<file path="config.mk">
export PLATFORM = sky130hd
export DESIGN_NAME = perf_mon_unit
export DESIGN_NICKNAME = d
export VERILOG_FILES = /design/src/rtl/pmu_pkg.sv /design/src/rtl/pmu_evt_ctr.sv /design/src/rtl/pmu_cyc_ctr.sv /design/src/rtl/perf_mon_unit.sv
export SDC_FILE = /design/constraint.sdc
export NUM_CORES = 1
export LEC_CHECK = 0
export ABC_AREA = 1
export BUFFER_PORTS_ARGS = -buffer_cell sky130_fd_sc_hd__buf_2
export CORE_MARGIN = 2
export CORE_UTILIZATION = 41
export CTS_CLUSTER_DIAMETER = 30
export DETAILED_ROUTE_END_ITERATION = 8
export HOLD_SLACK_MARGIN = 0.06
export SYNTH_ARGS = -nofsm -noshare
export SYNTH_HDL_FRONTEND = slang
export SYNTH_SLANG_ARGS = --single-unit
</file>
<file path="constraint.sdc">
create_clock -name clk -period 4.48 [get_ports clk]
set_clock_uncertainty 0.15 [all_clocks]
set_input_delay 0.896 -clock clk [delete_from_list [all_inputs] [get_ports clk]]
set_output_delay 0.896 -clock clk [all_outputs]
set_load 0.01 [all_outputs]
</file>
<file path="src/rtl/pmu_pkg.sv">
package pmu_pkg;

  localparam int DATA_W = 32;
  localparam int SEL_W  = 5;

  typedef enum logic [3:0] {
    RA_CTRL     = 4'd0,
    RA_EN_SET   = 4'd1,
    RA_EN_CLR   = 4'd2,
    RA_OVF      = 4'd3,
    RA_SWINC    = 4'd4,
    RA_SEL      = 4'd5,
    RA_CYC_VAL  = 4'd6,
    RA_EVT_TYPE = 4'd7,
    RA_EVT_VAL  = 4'd8,
    RA_IRQ_SET  = 4'd9,
    RA_IRQ_CLR  = 4'd10,
    RA_USER     = 4'd11
  } pmu_reg_e;

  localparam int CTRL_EN_BIT      = 0;
  localparam int CTRL_RST_EVT_BIT = 1;
  localparam int CTRL_RST_CYC_BIT = 2;
  localparam int CTRL_DIV_BIT     = 3;
  localparam int CTRL_N_LSB       = 11;
  localparam int CTRL_N_W         = 5;
  localparam int CYC_BIT          = 31;

  // Mask of mask bits that exist: event counters low, cycle counter at the top.
  function automatic logic [DATA_W-1:0] impl_mask(input int n_evt);
    logic [DATA_W-1:0] m;
    m = '0;
    for (int k = 0; k < DATA_W; k++) begin
      if (k < n_evt) m[k] = 1'b1;
    end
    m[CYC_BIT] = 1'b1;
    return m;
  endfunction

  // Control register read image.
  function automatic logic [DATA_W-1:0] ctrl_image(input int n_evt, input logic en, input logic div);
    logic [DATA_W-1:0] v;
    v = '0;
    v[CTRL_N_LSB +: CTRL_N_W] = CTRL_N_W'(n_evt);
    v[CTRL_EN_BIT]  = en;
    v[CTRL_DIV_BIT] = div;
    return v;
  endfunction

endpackage

</file>
<file path="src/rtl/pmu_evt_ctr.sv">
module pmu_evt_ctr #(
  parameter int CNT_W   = 32,
  parameter int NUM_SRC = 16,
  parameter int TYPE_W  = 8
) (
  input  logic              clk,
  input  logic              rst_n,
  input  logic              run,
  input  logic              clr,
  input  logic              type_wr,
  input  logic [TYPE_W-1:0] type_wdata,
  input  logic              val_wr,
  input  logic [CNT_W-1:0]  val_wdata,
  input  logic              sw_hit,
  input  logic [NUM_SRC-1:0] src,
  output logic [TYPE_W-1:0] type_q,
  output logic [CNT_W-1:0]  cnt_q,
  output logic              wrap
);

  // Adds one when asked; the top bit of the result is the carry out.
  function automatic logic [CNT_W:0] bump(input logic [CNT_W-1:0] v, input logic inc);
    return {1'b0, v} + (CNT_W+1)'(inc);
  endfunction

  logic             hit;
  logic             inc;
  logic [CNT_W:0]   sum;

  // Event code 0 means software increment, code k means source line k-1.
  always_comb begin
    hit = (type_q == '0) ? sw_hit : 1'b0;
    for (int k = 0; k < NUM_SRC; k++) begin
      if (type_q == TYPE_W'(k + 1)) hit = src[k];
    end
  end

  assign inc  = run & hit;
  assign sum  = bump(cnt_q, inc);
  assign wrap = sum[CNT_W] & ~clr & ~val_wr;

  always_ff @(posedge clk or negedge rst_n) begin
    if (!rst_n) begin
      type_q <= '0;
    end else if (type_wr) begin
      type_q <= type_wdata;
    end
  end

  always_ff @(posedge clk or negedge rst_n) begin
    if (!rst_n) begin
      cnt_q <= '0;
    end else if (clr) begin
      cnt_q <= '0;
    end else if (val_wr) begin
      cnt_q <= val_wdata;
    end else begin
      cnt_q <= sum[CNT_W-1:0];
    end
  end


  evt_clr_chk: assert property (@(posedge clk) disable iff (!rst_n)
    clr |=> (cnt_q == '0));


  evt_hold_chk: assert property (@(posedge clk) disable iff (!rst_n)
    (!run && !clr && !val_wr) |=> $stable(cnt_q));


  evt_wrap_chk: assert property (@(posedge clk) disable iff (!rst_n)
    wrap |=> (cnt_q == '0));

endmodule

</file>
<file path="src/rtl/pmu_cyc_ctr.sv">
module pmu_cyc_ctr #(
  parameter int CNT_W    = 32,
  parameter int DIV_LOG2 = 6
) (
  input  logic             clk,
  input  logic             rst_n,
  input  logic             run,
  input  logic             div,
  input  logic             clr,
  input  logic             val_wr,
  input  logic [CNT_W-1:0] val_wdata,
  output logic [CNT_W-1:0] cnt_q,
  output logic             tick,
  output logic             wrap
);

  logic [DIV_LOG2-1:0] pre_q;
  logic [CNT_W:0]      sum;

  assign tick = run & (~div | (pre_q == '1));
  assign sum  = {1'b0, cnt_q} + (CNT_W+1)'(tick);
  assign wrap = sum[CNT_W] & ~clr & ~val_wr;

  always_ff @(posedge clk or negedge rst_n) begin
    if (!rst_n) begin
      pre_q <= '0;
    end else if (clr) begin
      pre_q <= '0;
    end else if (run && div) begin
      pre_q <= pre_q + 1'b1;
    end
  end

  always_ff @(posedge clk or negedge rst_n) begin
    if (!rst_n) begin
      cnt_q <= '0;
    end else if (clr) begin
      cnt_q <= '0;
    end else if (val_wr) begin
      cnt_q <= val_wdata;
    end else begin
      cnt_q <= sum[CNT_W-1:0];
    end
  end


  cyc_step_chk: assert property (@(posedge clk) disable iff (!rst_n)
    (run && !div && !clr && !val_wr) |=> (cnt_q == CNT_W'($past(cnt_q) + 1'b1)));


  cyc_div_gap_chk: assert property (@(posedge clk) disable iff (!rst_n)
    (tick && div && !clr) |=> !tick);


  cyc_clr_chk: assert property (@(posedge clk) disable iff (!rst_n)
    clr |=> (cnt_q == '0));

endmodule

</file>
<file path="src/rtl/perf_mon_unit.sv">
module perf_mon_unit #(
  parameter int NUM_EVT  = 6,
  parameter int CNT_W    = 32,
  parameter int NUM_SRC  = 16,
  parameter int TYPE_W   = 8,
  parameter int DIV_LOG2 = 6
) (
  input  logic                 clk,
  input  logic                 rst_n,
  input  logic [3:0]           reg_addr,
  input  logic                 reg_wr,
  input  logic [31:0]          reg_wdata,
  input  logic                 reg_priv,
  output logic [31:0]          reg_rdata,
  input  logic [NUM_SRC-1:0]   evt_in,
  output logic                 irq
);
  import pmu_pkg::*;

  localparam logic [DATA_W-1:0] IMPL = impl_mask(NUM_EVT);

  // Control and mask state
  logic                     ctrl_en_q;
  logic                     ctrl_div_q;
  logic [DATA_W-1:0]        en_q;
  logic [DATA_W-1:0]        ovf_q;
  logic [DATA_W-1:0]        inten_q;
  logic [SEL_W-1:0]         sel_q;
  logic                     user_q;

  // Access qualification and write decode
  logic acc_ok, wr_ok;
  logic wr_ctrl, wr_enset, wr_enclr, wr_ovf, wr_swinc, wr_sel;
  logic wr_cyc, wr_type, wr_val, wr_iset, wr_iclr, wr_user;
  logic clr_evt, clr_cyc;
  logic sel_valid;

  assign acc_ok   = reg_priv | user_q;
  assign wr_ok    = reg_wr & acc_ok;
  assign wr_ctrl  = wr_ok && (reg_addr == RA_CTRL);
  assign wr_enset = wr_ok && (reg_addr == RA_EN_SET);
  assign wr_enclr = wr_ok && (reg_addr == RA_EN_CLR);
  assign wr_ovf   = wr_ok && (reg_addr == RA_OVF);
  assign wr_swinc = wr_ok && (reg_addr == RA_SWINC);
  assign wr_sel   = wr_ok && (reg_addr == RA_SEL);
  assign wr_cyc   = wr_ok && (reg_addr == RA_CYC_VAL);
  assign wr_type  = wr_ok && (reg_addr == RA_EVT_TYPE);
  assign wr_val   = wr_ok && (reg_addr == RA_EVT_VAL);
  assign wr_iset  = wr_ok && (reg_addr == RA_IRQ_SET);
  assign wr_iclr  = wr_ok && (reg_addr == RA_IRQ_CLR);
  assign wr_user  = reg_wr && reg_priv && (reg_addr == RA_USER);

  assign clr_evt   = wr_ctrl & reg_wdata[CTRL_RST_EVT_BIT];
  assign clr_cyc   = wr_ctrl & reg_wdata[CTRL_RST_CYC_BIT];
  assign sel_valid = (32'(sel_q) < NUM_EVT);

  // Counter bank
  logic [CNT_W-1:0]  ev_cnt  [NUM_EVT];
  logic [TYPE_W-1:0] ev_type [NUM_EVT];
  logic [NUM_EVT-1:0] ev_wrap;
  logic [CNT_W-1:0]  cyc_cnt;
  logic              cyc_wrap;
  logic              cyc_tick;
  logic [DATA_W-1:0] wrap_vec;

  for (genvar i = 0; i < NUM_EVT; i++) begin : g_evt
    logic sel_me;
    assign sel_me = (sel_q == SEL_W'(i));

    pmu_evt_ctr #(
      .CNT_W   (CNT_W),
      .NUM_SRC (NUM_SRC),
      .TYPE_W  (TYPE_W)
    ) u_ctr (
      .clk        (clk),
      .rst_n      (rst_n),
      .run        (ctrl_en_q & en_q[i]),
      .clr        (clr_evt),
      .type_wr    (wr_type & sel_me),
      .type_wdata (reg_wdata[TYPE_W-1:0]),
      .val_wr     (wr_val & sel_me),
      .val_wdata  (reg_wdata[CNT_W-1:0]),
      .sw_hit     (wr_swinc & reg_wdata[i]),
      .src        (evt_in),
      .type_q     (ev_type[i]),
      .cnt_q      (ev_cnt[i]),
      .wrap       (ev_wrap[i])
    );
  end

  pmu_cyc_ctr #(
    .CNT_W    (CNT_W),
    .DIV_LOG2 (DIV_LOG2)
  ) u_cyc (
    .clk       (clk),
    .rst_n     (rst_n),
    .run       (ctrl_en_q & en_q[CYC_BIT]),
    .div       (ctrl_div_q),
    .clr       (clr_cyc),
    .val_wr    (wr_cyc),
    .val_wdata (reg_wdata[CNT_W-1:0]),
    .cnt_q     (cyc_cnt),
    .tick      (cyc_tick),
    .wrap      (cyc_wrap)
  );

  always_comb begin
    wrap_vec = '0;
    for (int i = 0; i < NUM_EVT; i++) wrap_vec[i] = ev_wrap[i];
    wrap_vec[CYC_BIT] = cyc_wrap;
  end

  // Register state
  always_ff @(posedge clk or negedge rst_n) begin
    if (!rst_n) begin
      ctrl_en_q  <= 1'b0;
      ctrl_div_q <= 1'b0;
      en_q       <= '0;
      ovf_q      <= '0;
      inten_q    <= '0;
      sel_q      <= '0;
      user_q     <= 1'b0;
    end else begin
      if (wr_ctrl) begin
        ctrl_en_q  <= reg_wdata[CTRL_EN_BIT];
        ctrl_div_q <= reg_wdata[CTRL_DIV_BIT];
      end
      if (wr_enset)      en_q <= en_q | (reg_wdata & IMPL);
      else if (wr_enclr) en_q <= en_q & ~reg_wdata;
      if (wr_iset)       inten_q <= inten_q | (reg_wdata & IMPL);
      else if (wr_iclr)  inten_q <= inten_q & ~reg_wdata;
      ovf_q <= ((ovf_q & ~(wr_ovf ? reg_wdata : '0)) | wrap_vec) & IMPL;
      if (wr_sel)  sel_q  <= reg_wdata[SEL_W-1:0];
      if (wr_user) user_q <= reg_wdata[0];
    end
  end

  assign irq = |(ovf_q & inten_q);

  // Read path
  logic [DATA_W-1:0] rd_raw;
  always_comb begin
    rd_raw = '0;
    case (reg_addr)
      RA_CTRL:     rd_raw = ctrl_image(NUM_EVT, ctrl_en_q, ctrl_div_q);
      RA_EN_SET,
      RA_EN_CLR:   rd_raw = en_q;
      RA_OVF:      rd_raw = ovf_q;
      RA_SEL:      rd_raw = DATA_W'(sel_q);
      RA_CYC_VAL:  rd_raw = DATA_W'(cyc_cnt);
      RA_EVT_TYPE: rd_raw = sel_valid ? DATA_W'(ev_type[sel_q]) : '0;
      RA_EVT_VAL:  rd_raw = sel_valid ? DATA_W'(ev_cnt[sel_q]) : '0;
      RA_IRQ_SET,
      RA_IRQ_CLR:  rd_raw = inten_q;
      RA_USER:     rd_raw = DATA_W'(user_q);
      default:     rd_raw = '0;
    endcase
  end

  assign reg_rdata = acc_ok ? rd_raw : '0;


  ovf_set_chk: assert property (@(posedge clk) disable iff (!rst_n)
    (|wrap_vec) |=> ((ovf_q & $past(wrap_vec)) == $past(wrap_vec)));


  irq_raise_chk: assert property (@(posedge clk) disable iff (!rst_n)
    ((|(wrap_vec & inten_q)) && !wr_iclr) |=> irq);


  en_clr_chk: assert property (@(posedge clk) disable iff (!rst_n)
    wr_enclr |=> ((en_q & $past(reg_wdata)) == '0));


  user_block_chk: assert property (@(posedge clk) disable iff (!rst_n)
    (reg_wr && !reg_priv && !user_q) |=>
      ($stable(en_q) && $stable(inten_q) && $stable(sel_q) && $stable(ctrl_en_q)));


  div_tick_chk: assert property (@(posedge clk) disable iff (!rst_n)
    (cyc_tick && ctrl_div_q && !clr_cyc) |=> !cyc_tick);

endmodule

</file>
### Word level (Yosys, flattened, before mapping)

Index checks and enable logic that the tools add are counted.

| cells by class | value |
|---|---|
| add/sub/neg operators | 8 |
| multipliers | 0 |
| divide/modulo/power cells | 0 |
| $lt $le $gt $ge | 2 |
| equal/unequal tests | 113 |
| shift operators | 0 |
| mux-type cells | 133 |
| bitwise operators | 71 |
| reduce and logical (&&, ||, !) cells | 28 |

Operators by type and width:

| operator | number |
|---|---|
| $mux 32 | 23 |
| $eq 8x4->1 const B | 48 |
| $pmux 32 s9 | 1 |
| $add 32x1->33 | 7 |
| $eq 8x3->1 const B | 24 |
| $and 32x32->32 | 4 |
| $mux 1 | 102 |
| $bmux 32 s3 | 1 |
| $eq 8x2->1 const B | 12 |
| $or 32x32->32 | 3 |
| $not 32->32 | 2 |
| $and 1x1->1 | 49 |
| $eq 8x1->1 const B | 6 |
| $eq 8x5->1 const B | 6 |
| $logic_not 8->1 | 6 |
| $reduce_or 32->1 | 1 |
| $bmux 8 s3 | 1 |
| $mux 8 | 3 |
| $eq 4x3->1 const B | 4 |
| $eq 4x4->1 const B | 4 |
| $logic_and 1x1->1 | 14 |
| $mux 6 | 2 |
| $eq 5x2->1 const B | 2 |
| $eq 5x3->1 const B | 2 |
| other kinds (14) | 28 |

| storage, ports and cells | value |
|---|---|
| register bits | 357 |
| latch bits | 0 |
| bits in writable memories | 0 |
| ROM bits | 0 |
| input port bits | 56 |
| output and inout bits | 33 |
| logic and storage cells | 376 |
| memories | 0 |

### Longest topological paths before layout

| depth | value |
|---|---|
| depth in word-level cells | 26 |
| depth in mapped cells | 26 |
| gate-level depth less buffers | 26 |

### Hierarchy

Synthesis repeated with hierarchy kept, for this count alone.

| unflattened totals | value |
|---|---|
| cells, all modules | 4196 |
| area, all modules | 27033.4 um^2 |

Modules (own cells, without submodules):

| module | times used | cells an instance | area each (um^2) | seq. area each (um^2) |
|---|---|---|---|---|
| pmu_evt_ctr at g_evt[3].u_ctr ... | 3 | 438 | 2959.1 | 1001.0 |
| pmu_evt_ctr at g_evt[0].u_ctr ... | 3 | 429 | 2884.0 | 1001.0 |
| perf_mon_unit | 1 | 1177 | 6784.0 | 1976.9 |
| pmu_cyc_ctr | 1 | 418 | 2720.1 | 950.9 |

### Least setup slack after synthesis

No wires, ideal clock.

| path | value |
|---|---|
| path kind | input-to-reg |
| from | input port reg_wr |
| to | register g_evt[5].u_ctr.cnt_q[20] |
| library setup time | 0.140 ns |
| arrival time | 3.331 ns |
| required time | 4.190 ns |
| path slack | 0.859 ns |
| stages | 25 |
| path buffers | 1 |
| cell sequence | inv_1 > nor2_2 > clkbuf_1 > nand3_1 > nand2_1 > nand2_1 > nand2_1 > nand2_1 > nand2_1 > nand2_1 > nand4_1 > nand2_1 > a21oi_1 > ha_1 > ha_1 > nand2_1 > nor2_1 > nand2_1 > nor2_1 > nand2_1 > nor2_2 > nand2_1 > nor3_2 > xor2_1 > a22oi_1 |

| between the ends | value |
|---|---|
| cells in the longest elaborated chain, start to end | 24 |
| elaborated cells on any way between the ends | 28 |
| classes of those cells | 1 x add/sub; 19 x mux; 5 x bitwise; 3 x reduce/logical |

Ends and longest elaborated chain:

| what | line | RTL |
|---|---|---|
| start: declaration | perf_mon_unit.sv:11 | `input logic reg_wr,` |
| $and 1x1->1 * | perf_mon_unit.sv:39 | `assign wr_ok = reg_wr & acc_ok;` |
| $logic_and 1x1->1 | perf_mon_unit.sv:44 | `assign wr_swinc = wr_ok && (reg_addr == RA_SWINC);` |
| $and 1x1->1 | perf_mon_unit.sv:83 | `.sw_hit (wr_swinc & reg_wdata[i]),` |
| $mux 1 | pmu_evt_ctr.sv:32 | `hit = (type_q == '0) ? sw_hit : 1'b0;` |
| $mux 1 (16 in a row) | pmu_evt_ctr.sv:34 | `if (type_q == TYPE_W'(k + 1)) hit = src[k];` |
| $and 1x1->1 | pmu_evt_ctr.sv:38 | `assign inc = run & hit;` |
| $add 32x1->33 | pmu_evt_ctr.sv:23 | `return {1'b0, v} + (CNT_W+1)'(inc);` |
| $mux 32 | pmu_evt_ctr.sv:55 | `end else if (val_wr) begin` |
| $mux 32 * | pmu_evt_ctr.sv:53 | `end else if (clr) begin` |
| end signal: assignment | pmu_evt_ctr.sv:56 | `cnt_q <= val_wdata;` |
| end signal: assignment | pmu_evt_ctr.sv:58 | `cnt_q <= sum[CNT_W-1:0];` |
| end: declaration | pmu_evt_ctr.sv:17 | `output logic [CNT_W-1:0] cnt_q,` |

Mark *: on every way between the ends. The rest lies on a longest branch, timed or not.
A chain may end at the register's enable or synchronous reset.

### Final worst setup path

| path | value |
|---|---|
| from | register sel_q[0] |
| to | output port reg_rdata[31] |

| between the ends | value |
|---|---|
| cells in the longest elaborated chain, start to end | 7 |
| elaborated cells on any way between the ends | 8 |
| classes of those cells | 1 x order compare; 6 x mux; 1 x bitwise |

Ends and longest elaborated chain:

| what | line | RTL |
|---|---|---|
| start: declaration | perf_mon_unit.sv:28 | `logic [SEL_W-1:0] sel_q;` |
| start signal: assignment | perf_mon_unit.sv:133 | `if (wr_sel) sel_q <= reg_wdata[SEL_W-1:0];` |
| $not 5->6 (implied by the code) | perf_mon_unit.sv:152 | `RA_EVT_VAL: rd_raw = sel_valid ? DATA_W'(ev_cnt[sel_q]) : '0;` |
| $bmux 32 s3 | perf_mon_unit.sv:152 |  |
| $mux 32 (implied by the code) (2 in a row) | perf_mon_unit.sv:152 |  |
| $mux 32 * | perf_mon_unit.sv:152 |  |
| $pmux 32 s9 * | perf_mon_unit.sv:144 | `case (reg_addr)` |
| $mux 32 * | perf_mon_unit.sv:160 | `assign reg_rdata = acc_ok ? rd_raw : '0;` |
| end: declaration | perf_mon_unit.sv:14 | `output logic [31:0] reg_rdata,` |

Mark *: on every way between the ends. The rest lies on a longest branch, timed or not. The select of a mux whose other input is x is not followed.

==> flow_metrics.py <==
metrics = {
    "timing": {
        "fmax_mhz": 229,
        "rsz0062_at_grt": "no",
        "drv_slew": 0,
        "hold_slack_ns": 0.162,
        "setup_viol": 0,
        "finalHoldViolations": 0,
        "setup_tns_ns": 0,
        "period_share": 0.976,
        "worst_slew_pin_slew_ns": 1.10,
        "relSlewSlack": 0.266,
        "min_period_ns": 4.37,
    },
    "route": {
        "vias_per_cell": 6.01,
        "drc": 0,
        "firstDrtPassIters": 7,
        "drt_iter0_drc": 3004,
        "ant_nets": 0,
        "drt-met1-wl_mm": 43.2,
        "top_layer_used": "met4",
        "wl_met3_mm": 11.1,
        "routed_wl_mm": 107,
        "wl_per_cell_um": 25.2,
        "via_count": 25400,
        "wl_met2_mm": 46.1,
    },
    "synth": {
        "yosysTopAreaCellShare": 0.384,
        "yosysMostFrequentCell": "nand2_1",
        "synth-edff-count": 0,
        "synthXorXnorAreaFrac": 0.0512,
        "synth_area_mm2": 0.0233,
        "async_flop_share": 1.00,
        "synth.distinct_cells": 51,
        "yosys_warnings": 0,
        "synthFlopType": "dfrtp_1",
        "synthTopCellsByArea": "dfrtp_1 38%, nand2_1 11%, inv_1 6.0%, o21ai_0 5.7%, xor2_1 4.5%",
        "synth_nets": 3287,
        "synth.area.mux_share": 0,
        "synthAdderAreaFrac": 0.00807,
        "syn-instance-count": 3216,
        "synth.largest_area_cell": "dfrtp_1",
        "yosysSeqAreaShare": 0.384,
        "synth_common_cells": "707 x nand2_1, 372 x inv_1, 357 x dfrtp_1",
        "syn_area_per_cell_um2": 7.23,
        "synth_compound_area_frac": 0.208,
        "ys_seq_elements": 357,
        "synthSimpleGateAreaFrac": 0.260,
        "synth_top_family_by_area": "simple AND/OR/NAND/NOR gates",
    },
    "final_layout": {
        "final_cells": 4222,
        "area_delta_synth_final_pct": 23.2,
        "layout.area.seq_mm2": 0.00893,
        "drive_gt1_frac": 0.127,
        "num-fill-cells": 5543,
        "multi_input_area_mm2": 0.0123,
        "fin_nets": 3447,
    },
    "setup_path": {
        "arrival_ns": 3.32,
        "worstSetupPathType": "register to output pin",
        "cp_max_fo": 25,
        "r2r_end": "g_evt[2].u_ctr.cnt_q[14]",
        "end_kind": "output pin",
        "cp.required_ns": 3.43,
        "r2r_setup_slack_ns": 0.70,
        "path_common_cell": "a21oi_1",
        "cp_cell_sequence": "nor2_4 -> inv_2 -> buf_4 -> o22ai_1 -> a221oi_1 -> a21oi_1 -> nor2_1 -> a21oi_1 -> buf_2",
        "slowest_delay_ns": 0.54,
        "r2r_cells": 21,
        "rr_startpoint": "g_evt[2].u_ctr.type_q[2]",
        "start_kind": "register",
        "critPathSlowestCell": "dfrtp_1",
    },
    "clocking": {
        "cts_sinks": 357,
        "ctsHoldBuffers": 0,
        "cts_tree": "yes",
        "clkSlewWorstSetupHoldPaths_ns": 0.05,
        "clkLatencyLatePin_ns": 0.67,
        "cts_resized": 0,
        "cts_buffer_depth": 3,
        "htreeDepth": 3,
        "postCtsSetupBuffers": 0,
        "cts-root-buf": "clkbuf_16",
        "cts_buffers": 102,
    },
    "global_route": {
        "overflow": 0,
        "first_global_vias": 24500,
        "grt_max_degree": 104,
        "antenna_found_initial": 3,
        "grt_pass1_wl_mm": 158,
        "track_usage": 0.357,
    },
    "place": {
        "dp_cells": 4028,
        "dp_hpwl_mm": 78.7,
        "gp_congestion": 1.02,
        "portBuffers": 88,
    },
    "power_and_ir_drop": {
        "power_w": 0.0152,
        "p_leak_nw": 13.3,
        "ir_drop_uv": 396,
        "power_density_mw_per_mm2": 532,
    },
    "floorplanning": {
        "die_y_um": 242,
        "initial_core_util": 0.413,
        "die_w_um": 242,
        "die-area_mm2": 0.0587,
        "num_io_pins": 89,
        "core_area_mm2": 0.0563,
        "rows": 87,
    },
    "job": {
        "cap_violations": 0,
    },
    "status": {
        "status": "completed",
    },
    "hold_path": {
        "hold_class": "primary input to asynchronous set/reset pin",
    },
}
==> registers in the layout, indices dropped and copies added, names as in the netlist, named ones only <==
name and count:
ctrl_div_q 1, ctrl_en_q 1, en_q 25, g_evt.u_ctr.cnt_q 192
g_evt.u_ctr.type_q 48, inten_q 25, ovf_q 7, sel_q 5
u_cyc.cnt_q 32, u_cyc.pre_q 6, user_q 1
==> worst max path at each step <==
stage,startpoint,endpoint,slack [ns],depth (start not counted)
finish,sel_q[0],reg_rdata[31],0.11,9
global route,sel_q[0],reg_rdata[8],0.09,9
CTS,sel_q[0],reg_rdata[31],0.19,9
detailed placement,reg_addr[1],g_evt[3].u_ctr.cnt_q[26],0.16,27
global placement,reg_addr[1],g_evt[0].u_ctr.cnt_q[26],0.17,26
floorplan,reg_wr,g_evt[5].u_ctr.cnt_q[20],0.86,25
==> area by class of cell <==
type,instances,share of cell area
multi-input cells,2336,0.428
diodes,4,0.000349
inverters,398,0.0522
clock inverters,63,0.0347
repair buffers,181,0.0422
clock buffers,127,0.0976
flip-flops and latches,357,0.312
well taps,756,0.0330
==> worst max-delay path, delay by kind of cell (launching register included) <==
family,cells,cell delay (ns)
flops,1,0.54
simple gates,2,0.24
compound gates,4,1.02
buf+inv,3,0.85
==> logic make-up (layout without fill, tap and decap cells) <==
kind of cell / count (synthesis) / count (layout)
AND/OR/NAND/NOR: 1376 / 1376
AO/OA/AOI/OAI: 809 / 809
buffers and inverters: 523 / 769
flip-flops: 357 / 357
XOR/XNOR: 136 / 136
adder cells (fa/ha/maj): 15 / 15
other: 0 / 4
==> layer usage <==
layer	track usage	up-vias
li1	-	11300
met1	0.479	12300
met2	0.534	1516
met3	0.0814	293
met4	0.192	0
met5	0	-
==> per-stage QoR <==
stage	worst slack [ns]	util	cell area [um2]
3_5_place_dp	0.164	0.442	24900
2_1_floorplan	0.859	-	23300
5_1_grt	0.0882	0.509	28700
6_report	0.110	0.509	28700
3_3_place_gp	0.170	0.442	24900
4_1_cts	0.191	0.509	28700
==> placed cells by master (no fill, tap or decap), drive strengths merged, types with 13 or more instances in the layout <==
cell and instances:
nand2 719, inv 392, dfrtp 357, o21ai 275, nor2 258, a21oi 202
buf 181, nor3 152, clkbuf 127, a22oi 122, xor2 120, nand3 114
o22ai 59, nor4 57, nand4 56, a211oi 35, clkinv 31, a221oi 24
a31oi 23, bufinv 21, o211ai 17, clkinvlp 17, xnor2 16, ha 15
a21boi 13
==> where the power goes <==
part	leakage, nW	internal, W	switching (W)
Combinational	7.05	0.000873	0.00197
Sequential	4.41	0.00379	0.000631
Clock	1.81	0.00562	0.00237
Power figures use the tool's default switching activity.
